`config.mk`:
```
export PLATFORM = sky130hd
export DESIGN_NAME = lsc_scan_ctrl
export DESIGN_NICKNAME = d
export VERILOG_FILES = /design/src/rtl/lsc_pkg.sv /design/src/rtl/lsc_phase.sv /design/src/rtl/lsc_frame.sv /design/src/rtl/lsc_scan_ctrl.sv
export SDC_FILE = /design/constraint.sdc
export NUM_CORES = 1
export LEC_CHECK = 0
export BUFFER_PORTS_ARGS = -buffer_cell sky130_fd_sc_hd__buf_2
export CORE_MARGIN = 10
export CORE_UTILIZATION = 62
export CTS_BUF_LIST = sky130_fd_sc_hd__clkbuf_16
export DETAILED_ROUTE_END_ITERATION = 8
export GPL_ROUTABILITY_DRIVEN = 0
export HOLD_SLACK_MARGIN = 0.06
export PLACE_DENSITY = 0.8
export SETUP_SLACK_MARGIN = 0.02
export SLEW_MARGIN = 20
export SYNTH_ARGS = -nofsm -noshare
export SYNTH_HDL_FRONTEND = slang
export SYNTH_SLANG_ARGS = --single-unit
```
`constraint.sdc`:
```
create_clock -name clk -period 6.2 [get_ports clk]
set_clock_uncertainty 0.05 [all_clocks]
set_input_delay 0.62 -clock clk [delete_from_list [all_inputs] [get_ports clk]]
set_output_delay 0.62 -clock clk [all_outputs]
set_load 0.03 [all_outputs]
```
`src/rtl/lsc_pkg.sv`:
```
package lsc_pkg;

  // raise a value to its floor
  function automatic int unsigned floor_to(input int unsigned v, input int unsigned lo);
    return (v < lo) ? lo : v;
  endfunction

  // settle delay must land after the floor and before the next rising edge
  function automatic int unsigned fit_settle(input int unsigned s, input int unsigned lo,
                                             input int unsigned half);
    int unsigned hi;
    int unsigned r;
    hi = 2 * half - 1;
    r  = (s < lo) ? lo : s;
    return (r > hi) ? hi : r;
  endfunction

  // frame period in system clocks against the integration ceiling
  function automatic logic over_limit(input int unsigned per, input int unsigned half,
                                      input int unsigned lim);
    longint unsigned t;
    t = longint'(per) * 2 * longint'(half);
    return t > longint'(lim);
  endfunction

  // readout window: from the high phase of cycle 1 to the low phase of cycle npix+1
  function automatic logic in_readout(input int unsigned cyc, input logic hi,
                                      input int unsigned npix);
    return hi ? (cyc >= 1 && cyc <= npix) : (cyc >= 2 && cyc <= npix + 1);
  endfunction

endpackage

```
`src/rtl/lsc_phase.sv`:
```
module lsc_phase #(
  parameter int HW = 8
) (
  input  logic          clk,
  input  logic          rst_n,
  input  logic          en,
  input  logic [HW-1:0] half,
  output logic [HW:0]   phase,
  output logic          clk_hi,
  output logic          at_rise,
  output logic          at_end
);
  localparam int PHW = HW + 1;

  logic [PHW-1:0] phase_q;
  logic [PHW-1:0] half_x;
  logic [PHW-1:0] last_x;

  assign half_x = {1'b0, half};
  assign last_x = (half_x << 1) - PHW'(1);

  always_ff @(posedge clk or negedge rst_n) begin
    if (!rst_n)               phase_q <= '0;
    else if (!en)             phase_q <= '0;
    else if (phase_q == last_x) phase_q <= '0;
    else                      phase_q <= phase_q + PHW'(1);
  end

  assign phase   = phase_q;
  assign clk_hi  = en && (phase_q >= half_x);
  assign at_rise = en && (phase_q == half_x);
  assign at_end  = en && (phase_q == last_x);

  // the counter never leaves one sensor period
  a_r3_phase_range: assert property (@(posedge clk) disable iff (!rst_n)
    en |-> (phase_q <= last_x));
endmodule

```
`src/rtl/lsc_frame.sv`:
```
module lsc_frame #(
  parameter int NPIX = 64,
  parameter int HW   = 8,
  parameter int PW   = 16,
  parameter int SW   = 9,
  parameter int HOLD = 2,
  parameter int MIN_PER = 66
) (
  input  logic                      clk,
  input  logic                      rst_n,
  input  logic                      run,
  input  logic [HW:0]               phase,
  input  logic                      at_rise,
  input  logic                      at_end,
  input  logic [HW-1:0]             half_sh,
  input  logic [PW-1:0]             per_sh,
  input  logic [SW-1:0]             settle_sh,
  output logic                      active,
  output logic                      load,
  output logic                      si,
  output logic                      strobe,
  output logic [$clog2(NPIX)-1:0]   idx,
  output logic                      fvalid,
  output logic                      done
);
  localparam int IW = $clog2(NPIX);

  logic          active_q, flush_q, arm_q;
  logic [PW-1:0] cyc_q;
  logic [SW:0]   since_q;
  logic [IW-1:0] idx_q;
  logic          last_cyc, frame_end;

  assign last_cyc  = (cyc_q == per_sh);
  assign frame_end = at_end && last_cyc;
  assign load      = run && (!active_q || frame_end);

  always_ff @(posedge clk or negedge rst_n) begin
    if (!rst_n) begin
      active_q <= 1'b0;
      flush_q  <= 1'b1;
      cyc_q    <= PW'(1);
    end else if (!active_q) begin
      if (run) begin
        active_q <= 1'b1;
        cyc_q    <= PW'(1);
      end
    end else if (at_end) begin
      if (last_cyc) begin
        cyc_q   <= PW'(1);
        flush_q <= 1'b0;
        if (!run) active_q <= 1'b0;
      end else begin
        cyc_q <= cyc_q + PW'(1);
      end
    end
  end

  always_ff @(posedge clk or negedge rst_n) begin
    if (!rst_n) begin
      since_q <= '0;
      arm_q   <= 1'b0;
      idx_q   <= '0;
    end else if (at_rise) begin
      since_q <= (SW+1)'(1);
      arm_q   <= !flush_q && (cyc_q >= PW'(1)) && (cyc_q <= PW'(NPIX));
      idx_q   <= IW'(cyc_q - PW'(1));
    end else begin
      if (since_q != '1) since_q <= since_q + (SW+1)'(1);
      if (strobe) arm_q <= 1'b0;
    end
  end

  assign active = active_q;
  assign idx    = idx_q;
  assign strobe = arm_q && (since_q == {1'b0, settle_sh});
  assign si     = active_q && (cyc_q == PW'(1)) &&
                  (phase < ({1'b0, half_sh} + (HW+1)'(HOLD)));
  assign done   = at_rise && !flush_q && (cyc_q == PW'(NPIX + 1));
  assign fvalid = active_q && !flush_q &&
                  lsc_pkg::in_readout(32'(cyc_q), phase >= {1'b0, half_sh}, NPIX);

  // the cycle count stays inside the clamped frame length
  a_r3_cycle_bound: assert property (@(posedge clk) disable iff (!rst_n)
    active_q |-> (cyc_q >= PW'(1) && cyc_q <= per_sh && per_sh >= PW'(MIN_PER)));
  // every strobe is issued before the following rising edge
  a_r4_strobe_in_time: assert property (@(posedge clk) disable iff (!rst_n)
    at_rise |-> !arm_q);
  // the flush frame is silent
  a_r7_flush_quiet: assert property (@(posedge clk) disable iff (!rst_n)
    flush_q |-> (!strobe && !done && !fvalid));
endmodule

```
`src/rtl/lsc_scan_ctrl.sv`:
```
module lsc_scan_ctrl #(
  parameter int NPIX       = 64,
  parameter int HW         = 8,
  parameter int PW         = 16,
  parameter int MIN_HALF   = 20,
  parameter int MIN_SETTLE = 37,
  parameter int SI_HOLD    = 2,
  parameter int unsigned PERIOD_LIMIT = 20_000_000
) (
  input  logic                    clk,
  input  logic                    rst_n,
  input  logic                    run,
  input  logic [HW-1:0]           cfg_half,
  input  logic [PW-1:0]           cfg_period,
  input  logic [HW:0]             cfg_settle,
  output logic                    sen_clk,
  output logic                    sen_si,
  output logic                    adc_strobe,
  output logic [$clog2(NPIX)-1:0] pix_idx,
  output logic                    frame_valid,
  output logic                    frame_done,
  output logic                    period_err
);
  localparam int SW      = HW + 1;
  localparam int IW      = $clog2(NPIX);
  localparam int MIN_PER = NPIX + 2;

  logic [HW-1:0] half_eff, half_sh;
  logic [PW-1:0] per_eff, per_sh;
  logic [SW-1:0] settle_eff, settle_sh;
  logic          err_w;

  assign half_eff   = HW'(lsc_pkg::floor_to(32'(cfg_half), MIN_HALF));
  assign per_eff    = PW'(lsc_pkg::floor_to(32'(cfg_period), MIN_PER));
  assign settle_eff = SW'(lsc_pkg::fit_settle(32'(cfg_settle), MIN_SETTLE, 32'(half_eff)));
  assign err_w      = lsc_pkg::over_limit(32'(per_eff), 32'(half_eff), PERIOD_LIMIT);

  logic          frm_active, frm_load;
  logic [HW:0]   phase;
  logic          clk_hi, at_rise, at_end;
  logic          si_w, stb_w, fv_w, done_w;
  logic [IW-1:0] idx_w;

  always_ff @(posedge clk or negedge rst_n) begin
    if (!rst_n) begin
      half_sh   <= HW'(MIN_HALF);
      per_sh    <= PW'(MIN_PER);
      settle_sh <= SW'(MIN_SETTLE);
    end else if (frm_load) begin
      half_sh   <= half_eff;
      per_sh    <= per_eff;
      settle_sh <= settle_eff;
    end
  end

  lsc_phase #(.HW(HW)) u_phase (
    .clk(clk), .rst_n(rst_n), .en(frm_active), .half(half_sh),
    .phase(phase), .clk_hi(clk_hi), .at_rise(at_rise), .at_end(at_end)
  );

  lsc_frame #(.NPIX(NPIX), .HW(HW), .PW(PW), .SW(SW), .HOLD(SI_HOLD),
              .MIN_PER(MIN_PER)) u_frame (
    .clk(clk), .rst_n(rst_n), .run(run), .phase(phase), .at_rise(at_rise),
    .at_end(at_end), .half_sh(half_sh), .per_sh(per_sh), .settle_sh(settle_sh),
    .active(frm_active), .load(frm_load), .si(si_w), .strobe(stb_w),
    .idx(idx_w), .fvalid(fv_w), .done(done_w)
  );

  // registered pins: glitch-free, one uniform cycle of latency
  always_ff @(posedge clk or negedge rst_n) begin
    if (!rst_n) begin
      sen_clk     <= 1'b0;
      sen_si      <= 1'b0;
      adc_strobe  <= 1'b0;
      pix_idx     <= '0;
      frame_valid <= 1'b0;
      frame_done  <= 1'b0;
      period_err  <= 1'b0;
    end else begin
      sen_clk     <= clk_hi;
      sen_si      <= si_w;
      adc_strobe  <= stb_w;
      if (stb_w) pix_idx <= idx_w;
      frame_valid <= fv_w;
      frame_done  <= done_w;
      period_err  <= err_w;
    end
  end

  // no frame in progress means the sensor clock rests low
  a_r8_park_low: assert property (@(posedge clk) disable iff (!rst_n)
    !frm_active |=> !sen_clk);
  // start bit rises only during a low clock phase
  a_r2_si_while_low: assert property (@(posedge clk) disable iff (!rst_n)
    $rose(sen_si) |-> !sen_clk);
  // shadow configuration only moves at a frame boundary
  a_r9_hold_config: assert property (@(posedge clk) disable iff (!rst_n)
    (frm_active && !frm_load) |=> ($stable(half_sh) && $stable(per_sh) && $stable(settle_sh)));
  // done is a single-cycle pulse
  a_r5_done_single: assert property (@(posedge clk) disable iff (!rst_n)
    frame_done |=> !frame_done);
  // strobes are single-cycle
  a_r4_strobe_single: assert property (@(posedge clk) disable iff (!rst_n)
    adc_strobe |=> !adc_strobe);
endmodule

```
==> impl_metrics.yaml, run 1 <==
placement:
  numPortBuffers: 47
  dpl.hpwl_mm: 18.4
  pre_cts_slack_ps: -448
die:
  design.die.area_sq_um: 21100
  die_height_um: 145
  io_pins: 48
  core_area_sq_um: 15300
  floorplan.initialDensity: 0.636
  std_cell_rows: 45
  floorplan.die.width_um: 145
worst_setup_path:
  timing.rr.start: "half_sh[1]$_DFFE_PN0P_"
  worstPathArrival_ps: 6390
  timing.critical_path.from_type: "input port"
  path_class: "input port to register"
  crit_path_max_fanout: 5
  setup.worst_path.end_class: "register"
  reg2reg_setup_slack_ps: 2800
  timing.reg2reg.worst_path_depth: 10
  worst-endpoint-required_ps: 6380
  critical_path.reg2reg.endpoint: "settle_sh[8]$_DFFE_PN0P_"
yosys:
  postSynthNetCount: 1301
  synth_top_cells_by_area: "sky130_fd_sc_hd__dfrtp_1 21%, sky130_fd_sc_hd__fa_1 17%, sky130_fd_sc_hd__ha_1 10%"
  post_synth_top_area_share: 0.206
  synth_area_per_cell_sq_um: 8.83
  yosys_warnings: 0
  synthArstFlopShare: 1.00
  post-synth-top-count-cell: "sky130_fd_sc_hd__inv_1"
  synth.yosys.seq_area_share: 0.230
  yosysUniqueCellTypes: 73
  synth_edf_count: 0
  synthTopCellsByCount: "128 x sky130_fd_sc_hd__inv_1, 100 x sky130_fd_sc_hd__nand2_1, 90 x sky130_fd_sc_hd__nor2_1, 84 x sky130_fd_sc_hd__fa_1, 80 x sky130_fd_sc_hd__dfrtp_1"
  post_synth_inst_count: 1103
  synthFlopType: "sky130_fd_sc_hd__dfrtp_1"
  netlist.top_cell.by_area: "sky130_fd_sc_hd__dfrtp_1"
  summed_instance_area_of_the_synthesized_netlist_sq_um: 9740
  synth.ff_latch_count: 89
clock_tree:
  holdBufCountCts: 0
  path_clk_slew_ps: 70
  ctsLongestPathBuffers: 2
  clk_latency_ps: 350
  cts_root_buf: "sky130_fd_sc_hd__clkbuf_16"
  clock_sink_count: 89
  cts_buffers: 9
  tritoncts: "done"
  h-tree-depth: 3
drt:
  routedWlPerCell_um: 16.6
  total_drc_errors_in_the_routed_layout: 0
  totalWireLength_mm: 23.4
  drt_pre_antenna_iters: 5
  initialDrtViolationCount: 608
  routed-via-count: 8160
  detail_route.vias_per_cell: 5.80
  antenna_left: 0
global_routing:
  first_global_vias: 8067
  grt_pass1_wl_mm: 39.5
  grt.overflow.total: 0
  number_of_antenna_violations_at_the_first_check_in_global_routing: 0
  global_route.usage.total: 0.220
  grt_max_degree: 52
sta:
  grt_setup_unrepaired: "yes"
  setup_violations: 1
  min_period_ps: 6210
  min_period_over_period: 1.00
  slew_viol_final: 0
  max_freq_mhz: 161
  hold_viol_final: 0
  max_slew.worst_pin.slew_ps: 1060
  post-route-worst-setup-slack_ps: -11.6
  timing.slew.headroom: 0.284
flow_run:
  max-cap-violations: 0
outcome:
  status: "finished, violations left"
  violations: "setup timing"
worst_hold_path:
  min-delay-path-class: "input port to asynchronous set/reset pin"
final_layout:
  count_of_antenna_diodes_in_the_layout: 0
  layout-area-overhead-vs-synth_pct: 13.1
  final_core_utilization: 0.719
  fillCellCount: 1187
  post_route_cells_drive_above_1_share: 0.166
  fin_nets: 1390
pwr:
  ir_worst_vdd_mv: 0.449
  finalPower_mw: 3.27
  leakage_nw: 5.58
  cellPowerDensity_nw_per_um2: 297
==> logic make-up (layout without fill, tap and decap cells) <==
group           Yosys count  in the layout  share of synthesized area
flops                    89             89                      0.230
fa+ha+maj               162            162                      0.273
xor+xnor                 76             76                     0.0683
mux                      27             27                     0.0302
simple gates            422            422                      0.228
compound gates          153            153                      0.103
buf+inv                 174            268                     0.0687
==> registers in the layout (all words and copies together), names as in the netlist <==
register / count
half_sh: 8
u_frame.active: 1
u_frame.idx: 6
adc_strobe: 1
pix_idx: 6
frame_done: 1
settle_sh: 9
period_err: 1
u_frame.cyc_q: 16
per_sh: 16
u_phase.phase: 9
sen_clk: 1
sen_si: 1
u_frame.arm_q: 1
u_frame.flush_q: 1
frame_valid: 1
u_frame.since_q: 10
==> where the power goes <==
| group | internal [mW] | switching (mW) |
|---|---|---|
| Combinational | 1.01 | 1.13 |
| Clock | 0.284 | 0.260 |
| Sequential | 0.582 | 0.00223 |
| Total | 1.88 | 1.39 |
==> final cells by class <==
class                   count  area, sq um  share of cell area
clock buffers               9          225              0.0205
clock inverters             7         72.6             0.00659
inverters                 128          480              0.0436
multi-input cells         840         6900               0.626
flip-flops and latches     89         2240               0.203
well taps                 211          264              0.0240
repair buffers            124          836              0.0759
==> cells in the final DEF, fill, tap and decap left out, types with 16 or more instances in the layout <==
master and n:
sky130_fd_sc_hd__inv_1 128, sky130_fd_sc_hd__buf_4 75, sky130_fd_sc_hd__and2_1 31, sky130_fd_sc_hd__mux2_2 16
sky130_fd_sc_hd__fa_1 84, sky130_fd_sc_hd__and3_1 57, sky130_fd_sc_hd__nand3_1 26, sky130_fd_sc_hd__a21o_1 20
sky130_fd_sc_hd__xor2_1 39, sky130_fd_sc_hd__nor2b_1 17, sky130_fd_sc_hd__dfrtp_1 80, sky130_fd_sc_hd__nand2b_1 22
sky130_fd_sc_hd__buf_2 46, sky130_fd_sc_hd__o21ai_0 57, sky130_fd_sc_hd__nand2_1 98, sky130_fd_sc_hd__nor3_1 16
sky130_fd_sc_hd__ha_1 76, sky130_fd_sc_hd__a21oi_1 26, sky130_fd_sc_hd__nor2_1 87, sky130_fd_sc_hd__xnor2_1 37
==> routing by layer <==
layer | share of wire | global-route usage
met1 | 0.43 | 0.285
met2 | 0.49 | 0.372
met4 | 0.024 | 0.0642
met5 | 0 | 0
met3 | 0.059 | 0.0342
==> through the flow <==
stage | area (sq um) | std cells | setup TNS (ps) | hold WS, ps
4_1_cts | 11000 | 1407 | 0 | 223
2_1_floorplan | 9790 | 1103 | -93.9 | 274
3_3_place_gp | 10700 | 1391 | -335 | 392
3_5_place_dp | 10700 | 1391 | -448 | 401
5_1_grt | 11000 | 1408 | -289 | 238
6_report | 11000 | 1408 | -11.6 | 195
==> worst max-delay path by stage <==
stage	end	start	slack [ps]
after CTS	period_err$_DFF_PN0_	cfg_period[9]	40
after detailed placement	period_err$_DFF_PN0_	cfg_period[9]	-450
after global routing	period_err$_DFF_PN0_	cfg_period[9]	-290
after global placement	period_err$_DFF_PN0_	cfg_period[9]	-340
final	period_err$_DFF_PN0_	cfg_period[9]	-10
after floorplan	period_err$_DFF_PN0_	cfg_period[13]	-90
==> what timing repair did <==
item | in CTS | in global routing
gates cloned | 0 | 0
buffers inserted | 0 | 1
pin swaps | 5 | 15
endpoints found under the setup margin | 1 | 1
hold endpoints to repair | 0 | 0
resized for setup | 2 | 8
==> worst max-delay path, stage by stage <==
cell	delay, ps
sky130_fd_sc_hd__buf_2	110
sky130_fd_sc_hd__or4_4	540
sky130_fd_sc_hd__nor4_4	390
sky130_fd_sc_hd__nand2_2	150
sky130_fd_sc_hd__nand2_1	220
sky130_fd_sc_hd__nor2_1	100
sky130_fd_sc_hd__fa_1	550
sky130_fd_sc_hd__fa_1	520
sky130_fd_sc_hd__fa_1	540
sky130_fd_sc_hd__inv_1	50
sky130_fd_sc_hd__fa_1	520
sky130_fd_sc_hd__inv_1	40
sky130_fd_sc_hd__ha_1	290
sky130_fd_sc_hd__o21a_1	180
sky130_fd_sc_hd__nor2_2	160
sky130_fd_sc_hd__a21oi_4	60
sky130_fd_sc_hd__a2111oi_4	460
sky130_fd_sc_hd__nor4_4	110
sky130_fd_sc_hd__or2_1	260
sky130_fd_sc_hd__o41a_1	340
sky130_fd_sc_hd__nand2_1	90
sky130_fd_sc_hd__o32ai_2	90
Note: power is estimated with default switching activity, not from simulation.
==> inputs of run 2 (changes only) <==
- CORE_ASPECT_RATIO: not set -> 0.6
==> impl_metrics.yaml, run 2 (synthesis gave the netlist of run 1 again) <==
global_routing:
  grt_pass1_wl_mm: 42.8
  first_global_vias: 8411
  grt.overflow.total: 0
  global_route.usage.total: 0.245
  grt_max_degree: 75
  number_of_antenna_violations_at_the_first_check_in_global_routing: 0
drt:
  detail_route.vias_per_cell: 5.88
  initialDrtViolationCount: 938
  total_drc_errors_in_the_routed_layout: 0
  drt_pre_antenna_iters: 5
  totalWireLength_mm: 25.9
  antenna_left: 0
  routedWlPerCell_um: 18.2
  routed-via-count: 8378
worst_setup_path:
  crit_path_max_fanout: 8
  worst-endpoint-required_ps: 6420
  critical_path.n_buffers_inverters: 6
  critPathTopFamily: "adder cells"
  worstPathCellList: "buf_6, or4_4, nor4_4, buf_6, nand2_8, buf_6, and3_4, fa_1, fa_1, fa_1, inv_2, fa_1, inv_2, ha_4, a21o_1, nor3_4, a21oi_4, a2111oi_4, nor4_4, buf_4, o2111ai_2, o41a_1, nand2_1, o32ai_2"
  timing.critical_path.from_type: "input port"
  path_class: "input port to register"
  worst_path_most_repeated_cell: "sky130_fd_sc_hd__fa_1"
  worstPathArrival_ps: 6290
  crit_path_max_incr_delay_ps: 540
  critPathSlowestCell: "sky130_fd_sc_hd__or4_4"
  setup.worst_path.end_class: "register"
placement:
  numPortBuffers: 47
  dpl.hpwl_mm: 19.5
  pre_cts_slack_ps: -607
pwr:
  switching_share: 0.431
  combPwrFrac: 0.680
  power.internal_mw: 2.05
  leakage_nw: 5.74
  switchingPower_mw: 1.55
  finalPower_mw: 3.60
  ir_worst_vdd_mv: 0.254
  cellPowerDensity_nw_per_um2: 317
  p_seq_frac: 0.162
  power.share.clock: 0.158
die:
  io_pins: 48
  floorplan.die.width_um: 182
  design.die.area_sq_um: 21300
  die_height_um: 117
  core_area_sq_um: 15400
  floorplan.initialDensity: 0.634
  std_cell_rows: 35
sta:
  post-route-worst-setup-slack_ps: 137
  grt_setup_unrepaired: "yes"
  setup_violations: 0
  max_slew.worst_pin.slew_ps: 941
  max_freq_mhz: 165
  hold_viol_final: 0
  timing.slew.headroom: 0.373
  final.setup.tns_ps: 0
  slew_viol_final: 0
  min_period_ps: 6060
  min_period_over_period: 0.978
clock_tree:
  cts_buffers: 9
  holdBufCountCts: 0
  h-tree-depth: 3
  path_clk_slew_ps: 80
  ctsLongestPathBuffers: 2
  cts_root_buf: "sky130_fd_sc_hd__clkbuf_16"
  clock_sink_count: 89
  clk_latency_ps: 360
  tritoncts: "done"
final_layout:
  layout-area-overhead-vs-synth_pct: 16.7
  area_occupied_by_multi_input_gates_sq_um: 7070
  post_route_cells_drive_above_1_share: 0.210
  layout_common_cells: "123 x sky130_fd_sc_hd__inv_1, 97 x sky130_fd_sc_hd__buf_4, 95 x sky130_fd_sc_hd__nand2_1"
  final_core_utilization: 0.740
  layout.area.seq_sq_um: 2240
  fillCellCount: 1077
  layout_top_registers: "per_sh x16, u_frame.cyc_q x16, u_frame.since_q x10"
  fin_nets: 1414
  final_common_cell: "sky130_fd_sc_hd__inv_1"
flow_run:
  max-cap-violations: 0
outcome:
  status: "complete, no violations"
worst_hold_path:
  min-delay-path-class: "input port to asynchronous set/reset pin"
-- run 2: cell types whose count changed in the layout (fill, tap and decap cells not counted), moves of 4 or more --
| cell | previous run | this run |
|---|---|---|
| sky130_fd_sc_hd__nor2b_1 | 17 | 12 |
| sky130_fd_sc_hd__nor2_1 | 87 | 83 |
| sky130_fd_sc_hd__a21oi_1 | 26 | 20 |
| sky130_fd_sc_hd__buf_6 | 2 | 6 |
| sky130_fd_sc_hd__inv_1 | 128 | 123 |
| sky130_fd_sc_hd__nor2_2 | 3 | 7 |
| sky130_fd_sc_hd__inv_2 | 0 | 5 |
| sky130_fd_sc_hd__nor2b_2 | 0 | 4 |
| sky130_fd_sc_hd__buf_4 | 75 | 97 |
| sky130_fd_sc_hd__a21oi_2 | 2 | 8 |
-- run 2: stage by stage --
stage	area [sq um]	std cells	hold slack, ps
2_1_floorplan	9790	1103	274
3_3_place_gp	10700	1398	392
3_5_place_dp	10700	1398	397
4_1_cts	11100	1418	72.7
5_1_grt	11400	1424	80.9
6_report	11400	1425	66.1
-- run 2: power by group through the flow --
| stage | registers [mW] | logic [mW] | clock network (mW) |
|---|---|---|---|
| after floorplan | 0.597 | 1.48 | 0 |
| after global placement | 0.594 | 2.15 | 0 |
| after detailed placement | 0.594 | 2.19 | 0 |
| after CTS | 0.582 | 2.25 | 0.568 |
| after global routing | 0.583 | 2.74 | 0.591 |
| final | 0.583 | 2.45 | 0.568 |
-- run 2: cell type report --
cell class | instances | share of cell area
Inverter | 128 | 0.0423
Tap cell | 203 | 0.0223
Sequential cell | 89 | 0.197
Clock buffer | 9 | 0.0198
Timing Repair Buffer | 147 | 0.0894
Clock inverter | 7 | 0.00671
Antenna cell | 1 | 0.000220
Multi-Input combinational cell | 841 | 0.622
-- run 2: final timing paths --
check,from,end,slack (ps),cells past startpoint
setup / recovery,cfg_period[10],period_err$_DFF_PN0_,140,24
hold / removal,rst_n,u_phase.phase[3]$_DFF_PN0_,70,1
setup reg to reg,half_sh[0]$_DFFE_PN0P_,settle_sh[7]$_DFFE_PN0P_,2800,10
hold reg to reg,u_frame.flush_q$_DFFE_PN1P_,u_frame.flush_q$_DFFE_PN1P_,410,1
max in group asynchronous,rst_n,u_frame.since_q[1]$_DFFE_PN0P_,4830,2
min in group clk,u_frame.flush_q$_DFFE_PN1P_,u_frame.flush_q$_DFFE_PN1P_,410,1
-- run 2: repair_timing --
item	CTS	global route
gates cloned	0	1
pin swaps	14	37
buffers inserted	5	5
gates resized for setup	9	45
setup endpoints to repair	1	1
-- run 2: worst reg2reg max path: stages (launching register included) --
cell and delay [ps]:
sky130_fd_sc_hd__dfrtp_1 460, sky130_fd_sc_hd__inv_1 140, sky130_fd_sc_hd__ha_1 190, sky130_fd_sc_hd__nor2b_1 250, sky130_fd_sc_hd__nand2_1 100, sky130_fd_sc_hd__xnor2_1 140
sky130_fd_sc_hd__nor4_1 250, sky130_fd_sc_hd__nand4b_1 330, sky130_fd_sc_hd__nand2_2 340, sky130_fd_sc_hd__nand3_4 510, sky130_fd_sc_hd__mux2_1 510
-- run 2: layer usage --
layer | share of wire | GRT usage | up-vias
met2 | 0.44 | 0.374 | 352
met4 | 0.0082 | 0.0394 | 0
met3 | 0.097 | 0.0629 | 27
met5 | 0 | 0 | -
met1 | 0.46 | 0.351 | 4091
li1 | - | - | 3908
